**src/rtl/tsu_pkg.sv**
```systemverilog
package tsu_pkg;

    localparam int WORD_W         = 16;
    localparam int TIME_W         = 32;
    localparam int ADDR_W         = 4;
    localparam int NUM_SLOTS      = 3;
    localparam int MTYPE_W        = 4;
    localparam int SLOT_IDX_W     = 2;

    localparam logic [MTYPE_W-1:0] MTYPE_PDELAY_RESP = 4'd3;

    localparam logic [WORD_W-1:0] ETYPE_RESET = 16'h88F7;
    localparam logic [WORD_W-1:0] MASK_RESET  = 16'h000F;
    localparam logic [1:0]        CTRL_RESET  = 2'b11;

    localparam logic [ADDR_W-1:0] ADDR_ETYPE = 4'd12;
    localparam logic [ADDR_W-1:0] ADDR_MASK  = 4'd13;
    localparam logic [ADDR_W-1:0] ADDR_CTRL  = 4'd14;

    localparam int SLOT_ARR0 = 0;
    localparam int SLOT_ARR1 = 1;
    localparam int SLOT_DEP  = 2;

    typedef enum logic [1:0] {
        CAP_NORMAL  = 2'd0,
        CAP_OVERRUN = 2'd1
    } cap_code_e;

    typedef struct packed {
        logic                valid;
        cap_code_e           code;
        logic [TIME_W-1:0]   stamp;
        logic [WORD_W-1:0]   seq;
    } slot_t;

    typedef struct packed {
        logic                sof;
        logic [WORD_W-1:0]   etype;
        logic [MTYPE_W-1:0]  mtype;
        logic [WORD_W-1:0]   seq;
    } frame_evt_t;

    function automatic logic [WORD_W-1:0] status_word(input slot_t s);
        return {{(WORD_W-3){1'b0}}, s.code, s.valid};
    endfunction

    function automatic logic [WORD_W-1:0] slot_word(input slot_t s,
                                                    input logic [1:0] sel);
        case (sel)
            2'd0:    return status_word(s);
            2'd1:    return s.stamp[WORD_W-1:0];
            2'd2:    return s.stamp[TIME_W-1:WORD_W];
            default: return s.seq;
        endcase
    endfunction

endpackage

```
**src/rtl/tsu_match.sv**
```systemverilog
module tsu_match
    import tsu_pkg::*;
(
    input  frame_evt_t          evt,
    input  logic [WORD_W-1:0]   cfg_etype,
    input  logic [WORD_W-1:0]   cfg_mask,
    input  logic                enable,
    output logic                hit
);
    logic type_on;

    always_comb begin
        type_on = cfg_mask[evt.mtype];
        hit     = enable && evt.sof && (evt.etype == cfg_etype) && type_on;
    end
endmodule

```
**src/rtl/tsu_slot.sv**
```systemverilog
module tsu_slot
    import tsu_pkg::*;
(
    input  logic                clk,
    input  logic                rst,
    input  logic                hit,
    input  logic                clr,
    input  logic [TIME_W-1:0]   stamp_in,
    input  logic [WORD_W-1:0]   seq_in,
    output slot_t               q
);
    always_ff @(posedge clk) begin
        if (rst) begin
            q <= '0;
        end else if (clr) begin
            q.valid <= 1'b0;
            q.code  <= CAP_NORMAL;
        end else if (hit) begin
            if (!q.valid) begin
                q.valid <= 1'b1;
                q.code  <= CAP_NORMAL;
                q.stamp <= stamp_in;
                q.seq   <= seq_in;
            end else begin
                q.code  <= CAP_OVERRUN;
            end
        end
    end
endmodule

```
**src/rtl/ptp_stamp_unit.sv**
```systemverilog
module ptp_stamp_unit
    import tsu_pkg::*;
(
    input  logic                clk,
    input  logic                rst,
    input  logic [TIME_W-1:0]   cur_time,
    input  logic                rx_sof,
    input  logic [WORD_W-1:0]   rx_etype,
    input  logic [MTYPE_W-1:0]  rx_msg_type,
    input  logic [WORD_W-1:0]   rx_seq_id,
    input  logic                tx_sof,
    input  logic [WORD_W-1:0]   tx_etype,
    input  logic [MTYPE_W-1:0]  tx_msg_type,
    input  logic [WORD_W-1:0]   tx_seq_id,
    input  logic [ADDR_W-1:0]   bus_addr,
    input  logic                bus_wr,
    input  logic [WORD_W-1:0]   bus_wdata,
    output logic [WORD_W-1:0]   bus_rdata
);
    logic [WORD_W-1:0] cfg_etype;
    logic [WORD_W-1:0] cfg_mask;
    logic [1:0]        cfg_ctrl;
    logic              cap_enable;
    frame_evt_t        rx_evt, tx_evt;
    logic              rx_hit, tx_hit;
    logic [NUM_SLOTS-1:0] slot_hit;
    logic [NUM_SLOTS-1:0] slot_clr;
    slot_t             slot_q [NUM_SLOTS];
    logic [WORD_W-1:0] evt_seq [NUM_SLOTS];

    always_ff @(posedge clk) begin
        if (rst) begin
            cfg_etype <= ETYPE_RESET;
            cfg_mask  <= MASK_RESET;
            cfg_ctrl  <= CTRL_RESET;
        end else if (bus_wr) begin
            if (bus_addr == ADDR_ETYPE) cfg_etype <= bus_wdata;
            if (bus_addr == ADDR_MASK)  cfg_mask  <= bus_wdata;
            if (bus_addr == ADDR_CTRL)  cfg_ctrl  <= bus_wdata[1:0];
        end
    end

    always_comb begin
        cap_enable = (cfg_ctrl == 2'b00);
        rx_evt = '{sof: rx_sof, etype: rx_etype, mtype: rx_msg_type, seq: rx_seq_id};
        tx_evt = '{sof: tx_sof, etype: tx_etype, mtype: tx_msg_type, seq: tx_seq_id};
    end

    tsu_match u_rx_match (
        .evt(rx_evt), .cfg_etype(cfg_etype), .cfg_mask(cfg_mask),
        .enable(cap_enable), .hit(rx_hit)
    );

    tsu_match u_tx_match (
        .evt(tx_evt), .cfg_etype(cfg_etype), .cfg_mask(cfg_mask),
        .enable(cap_enable), .hit(tx_hit)
    );

    always_comb begin
        slot_hit[SLOT_ARR0] = rx_hit && (rx_msg_type != MTYPE_PDELAY_RESP);
        slot_hit[SLOT_ARR1] = rx_hit && (rx_msg_type == MTYPE_PDELAY_RESP);
        slot_hit[SLOT_DEP]  = tx_hit;
        evt_seq[SLOT_ARR0]  = rx_seq_id;
        evt_seq[SLOT_ARR1]  = rx_seq_id;
        evt_seq[SLOT_DEP]   = tx_seq_id;
    end

    genvar gi;
    generate
        for (gi = 0; gi < NUM_SLOTS; gi++) begin : g_slot
            localparam logic [SLOT_IDX_W-1:0] IDX = SLOT_IDX_W'(gi);
            assign slot_clr[gi] = bus_wr && (bus_addr == {IDX, 2'b00})
                                  && (bus_wdata == '0);
            tsu_slot u_slot (
                .clk(clk), .rst(rst),
                .hit(slot_hit[gi]), .clr(slot_clr[gi]),
                .stamp_in(cur_time), .seq_in(evt_seq[gi]),
                .q(slot_q[gi])
            );
        end
    endgenerate

    always_comb begin
        bus_rdata = '0;
        if (int'(bus_addr[ADDR_W-1:2]) < NUM_SLOTS) begin
            bus_rdata = slot_word(slot_q[bus_addr[ADDR_W-1:2]], bus_addr[1:0]);
        end else begin
            case (bus_addr)
                ADDR_ETYPE: bus_rdata = cfg_etype;
                ADDR_MASK:  bus_rdata = cfg_mask;
                ADDR_CTRL:  bus_rdata = {{(WORD_W-2){1'b0}}, cfg_ctrl};
                default:    bus_rdata = '0;
            endcase
        end
    end
endmodule

```
**config.mk**
```make
export PLATFORM = sky130hd
export DESIGN_NAME = ptp_stamp_unit
export DESIGN_NICKNAME = d
export VERILOG_FILES = /design/src/rtl/tsu_pkg.sv /design/src/rtl/tsu_match.sv /design/src/rtl/tsu_slot.sv /design/src/rtl/ptp_stamp_unit.sv
export SDC_FILE = /design/constraint.sdc
export NUM_CORES = 1
export LEC_CHECK = 0
export BUFFER_PORTS_ARGS = -buffer_cell sky130_fd_sc_hd__buf_2
export CAP_MARGIN = 15
export CORE_MARGIN = 2
export CORE_UTILIZATION = 32
export CTS_CLUSTER_DIAMETER = 150
export DETAILED_ROUTE_END_ITERATION = 8
export PLACE_DENSITY = 0.63
export SLEW_MARGIN = 20
export SYNTH_ARGS = -nofsm -noshare
export SYNTH_HDL_FRONTEND = slang
export SYNTH_SLANG_ARGS = --single-unit
```
**constraint.sdc**
```tcl
create_clock -name clk -period 2.3 [get_ports clk]
set_input_delay 0.115 -clock clk [delete_from_list [all_inputs] [get_ports clk]]
set_output_delay 0.115 -clock clk [all_outputs]
set_load 0.01 [all_outputs]
```
==> results.json <==
{
  "antenna_left": 0,
  "ys_types": 56,
  "p_per_area_nw_per_um2": 565,
  "port_buffers": 144,
  "slew_viol_final": 0,
  "ios": 145,
  "die_x_um": 179,
  "syn_to_final_growth_pct": 25.6,
  "clk_pin_slew_ns": 0.07,
  "cts.path.max_buffers": 2,
  "hold_start": "cur_time[24]",
  "status": "finished clean",
  "rsz0062_at_grt": "yes",
  "synth_ff_type": "dfxtp_1",
  "final_nets": 1353,
  "rr_startpoint": "cfg_ctrl[0]",
  "core-area_um2": 29900,
  "clock_skew_ns": 0.0108,
  "vias": 8165,
  "drt_pre_antenna_iters": 5,
  "regArea_um2": 3690,
  "cts_tree": "built",
  "clkSinkCount": 184,
  "drc_errors": 0,
  "fin_crit_ns": 2.24,
  "cp.arrival_ns": 2.60,
  "hold_depth": 3,
  "die_h_um": 179,
  "cp_max_fo": 25,
  "min_to": "g_slot[1].u_slot.q[40]",
  "drv_cap": 0,
  "drt-total-wl_um": 29600,
  "synth_top_area_share_pct": 37.7,
  "start_util_pct": 32.7,
  "yosysMostFrequentCell": "nand2b_1",
  "endpoint_kind": "register",
  "yosysWarnings": 0,
  "post_dp_cell_area_um2": 11200,
  "fin_crit_sh_pct": 97.5,
  "synth_fp_nets": 1168,
  "htree_levels": 4,
  "post-dp-hpwl_um": 21300,
  "final_area_um2": 12300,
  "num_rows": 63,
  "detail_route.wl_per_cell_um": 18.2,
  "slew-limit-headroom_pct": 55.7,
  "final_util_pct": 41.1,
  "ys_async_sr_fraction_pct": 0,
  "cts-root-buf": "clkbuf_16",
  "clk_latency_ns": 0.44,
  "synth.avg_cell_area_um2": 9.41,
  "start_kind": "register",
  "rrSetupSlack_ns": 0.06,
  "fin_ws_ns": 0.0582,
  "reg2reg_to": "g_slot[0].u_slot.q[24]",
  "grt_antenna_before_repair": 1,
  "numCtsBuffers": 17,
  "hold_viol": 0,
  "multi_input_area_um2": 5730,
  "yosys-top-cells-area": "dfxtp_1 (38%), mux2i_1 (17%), nand2b_1 (13%), mux2_2 (4.0%), nand2_1 (3.4%)",
  "hp-class": "input pin to register",
  "via_per_inst": 5.02,
  "synth_commonest_cells": "nand2b_1 (209), dfxtp_1 (184), mux2i_1 (167), nand2_1 (89), clkbuf_1 (59)",
  "yosysTopAreaCell": "dfxtp_1",
  "syn_inst": 1039,
  "grt_pass1_vias": 8202,
  "nFillCells": 2947,
  "n_antenna_cell": 0,
  "grt-ovfl-total": 0,
  "setup_viol": 0,
  "leakagePower_nw": 5.25,
  "r2r_cells": 6,
  "syn-cell-area_um2": 9780,
  "tightest_slew_ns": 0.663,
  "grt_pass1_wl_um": 45600,
  "fin_tns_setup_ns": 0,
  "ir_drop_mv": 0.528,
  "routabilityCongestion": 0.920,
  "fmax_mhz": 446,
  "grt_start_max_net_pins": 115,
  "crit_type": "register to register",
  "grt_util_all_layers_pct": 18.6,
  "synth.yosys.seq_area_share_pct": 37.7,
  "hold_ws_ns": 0.00707,
  "die_area_um2": 32000,
  "drive_above_1_share_pct": 23.7,
  "synth_edf_count": 0,
  "synth-seq-cells": 184,
  "drt_iter0_drc": 556,
  "place_ws_ns": -0.0573,
  "crit_required_ns": 2.66
}
## state kept, by name, indices dropped and copies added (netlist names)
register and cells:
cfg_ctrl 2, g_slot.u_slot.q 150, cfg_mask 16, cfg_etype 16
## cell families (layout without fill, tap and decap cells)
| group | Yosys count | count (layout) | synth area share, % |
|---|---|---|---|
| and+or+nand+nor | 374 | 374 | 21.6 |
| muxes | 210 | 210 | 23.1 |
| DFF | 184 | 184 | 37.7 |
| AOI/OAI and AO/OA | 148 | 148 | 10.6 |
| buffers and inverters | 91 | 289 | 4.20 |
| xor gates and xnor gates | 32 | 32 | 2.87 |
## worst max-delay path by stage
stage                           from                endpoint  cells after the start
2_1_floorplan            cfg_ctrl[1]  g_slot[0].u_slot.q[42]                      8
3_3_place_gp             bus_addr[3]           bus_rdata[13]                      8
3_5_place_dp             cfg_ctrl[1]  g_slot[0].u_slot.q[24]                      6
4_1_cts        g_slot[2].u_slot.q[7]            bus_rdata[7]                      7
5_1_grt                  cfg_ctrl[0]  g_slot[0].u_slot.q[20]                      6
6_report                 cfg_ctrl[0]  g_slot[0].u_slot.q[24]                      6
## report_power, final
| group | internal (mW) | switching [mW] |
|---|---|---|
| Combinational | 0.366 | 0.405 |
| Clock | 1.64 | 1.32 |
| Sequential | 3.19 | 0.0109 |
## timing repair
action                     in CTS  in global routing
buffers inserted                0                  1
setup endpoints to repair      43                 93
hold endpoints to repair       63                  0
pin swaps                       0                  2
cloned                          0                  0
hold buffers                   45                  0
resized for setup               2                 12
## critical path, cell delays in order, from the launching register on
cell	delay (ns)
dfxtp_2	0.32
or3b_4	0.39
a311o_1	0.36
a2111oi_4	0.26
and4b_2	0.35
buf_12	0.24
mux2i_2	0.22
## per-layer routing
metal  part of all wire (%)  track usage [%]
met1                     45             24.8
met2                     45             28.6
met3                    4.7             3.35
met4                    4.3             9.65
met5                  0.044                0
## placed cells by master, fill, tap and decap left out, types with 11 or more instances in the layout
master	n
a211o_1	11
buf_2	143
o211ai_1	11
o21ai_0	17
a221oi_1	19
a22oi_1	22
a21oi_1	40
nand2b_1	209
mux2_2	35
nor2_1	13
buf_4	51
xnor2_1	23
dlygate4sd3_1	45
nand2_1	89
clkbuf_16	17
dfxtp_1	178
mux2i_1	166
## stage by stage
step | total power, mW | instances
CTS | 6.98 | 1626
finish | 6.93 | 1627
detailed placement | 3.98 | 1549
global route | 7.16 | 1627
floorplan | 3.64 | 1039
global placement | 3.98 | 1549
## cell type report
cell class              count  area share [%]
inverters                   8           0.245
clock inverters            14            1.18
flip-flops and latches    184            30.1
repair buffers            249            14.2
multi-input cells         764            46.7
well taps                 390            3.97
clock buffers              18            3.58
No activity file was read; power rests on OpenSTA's default activity.
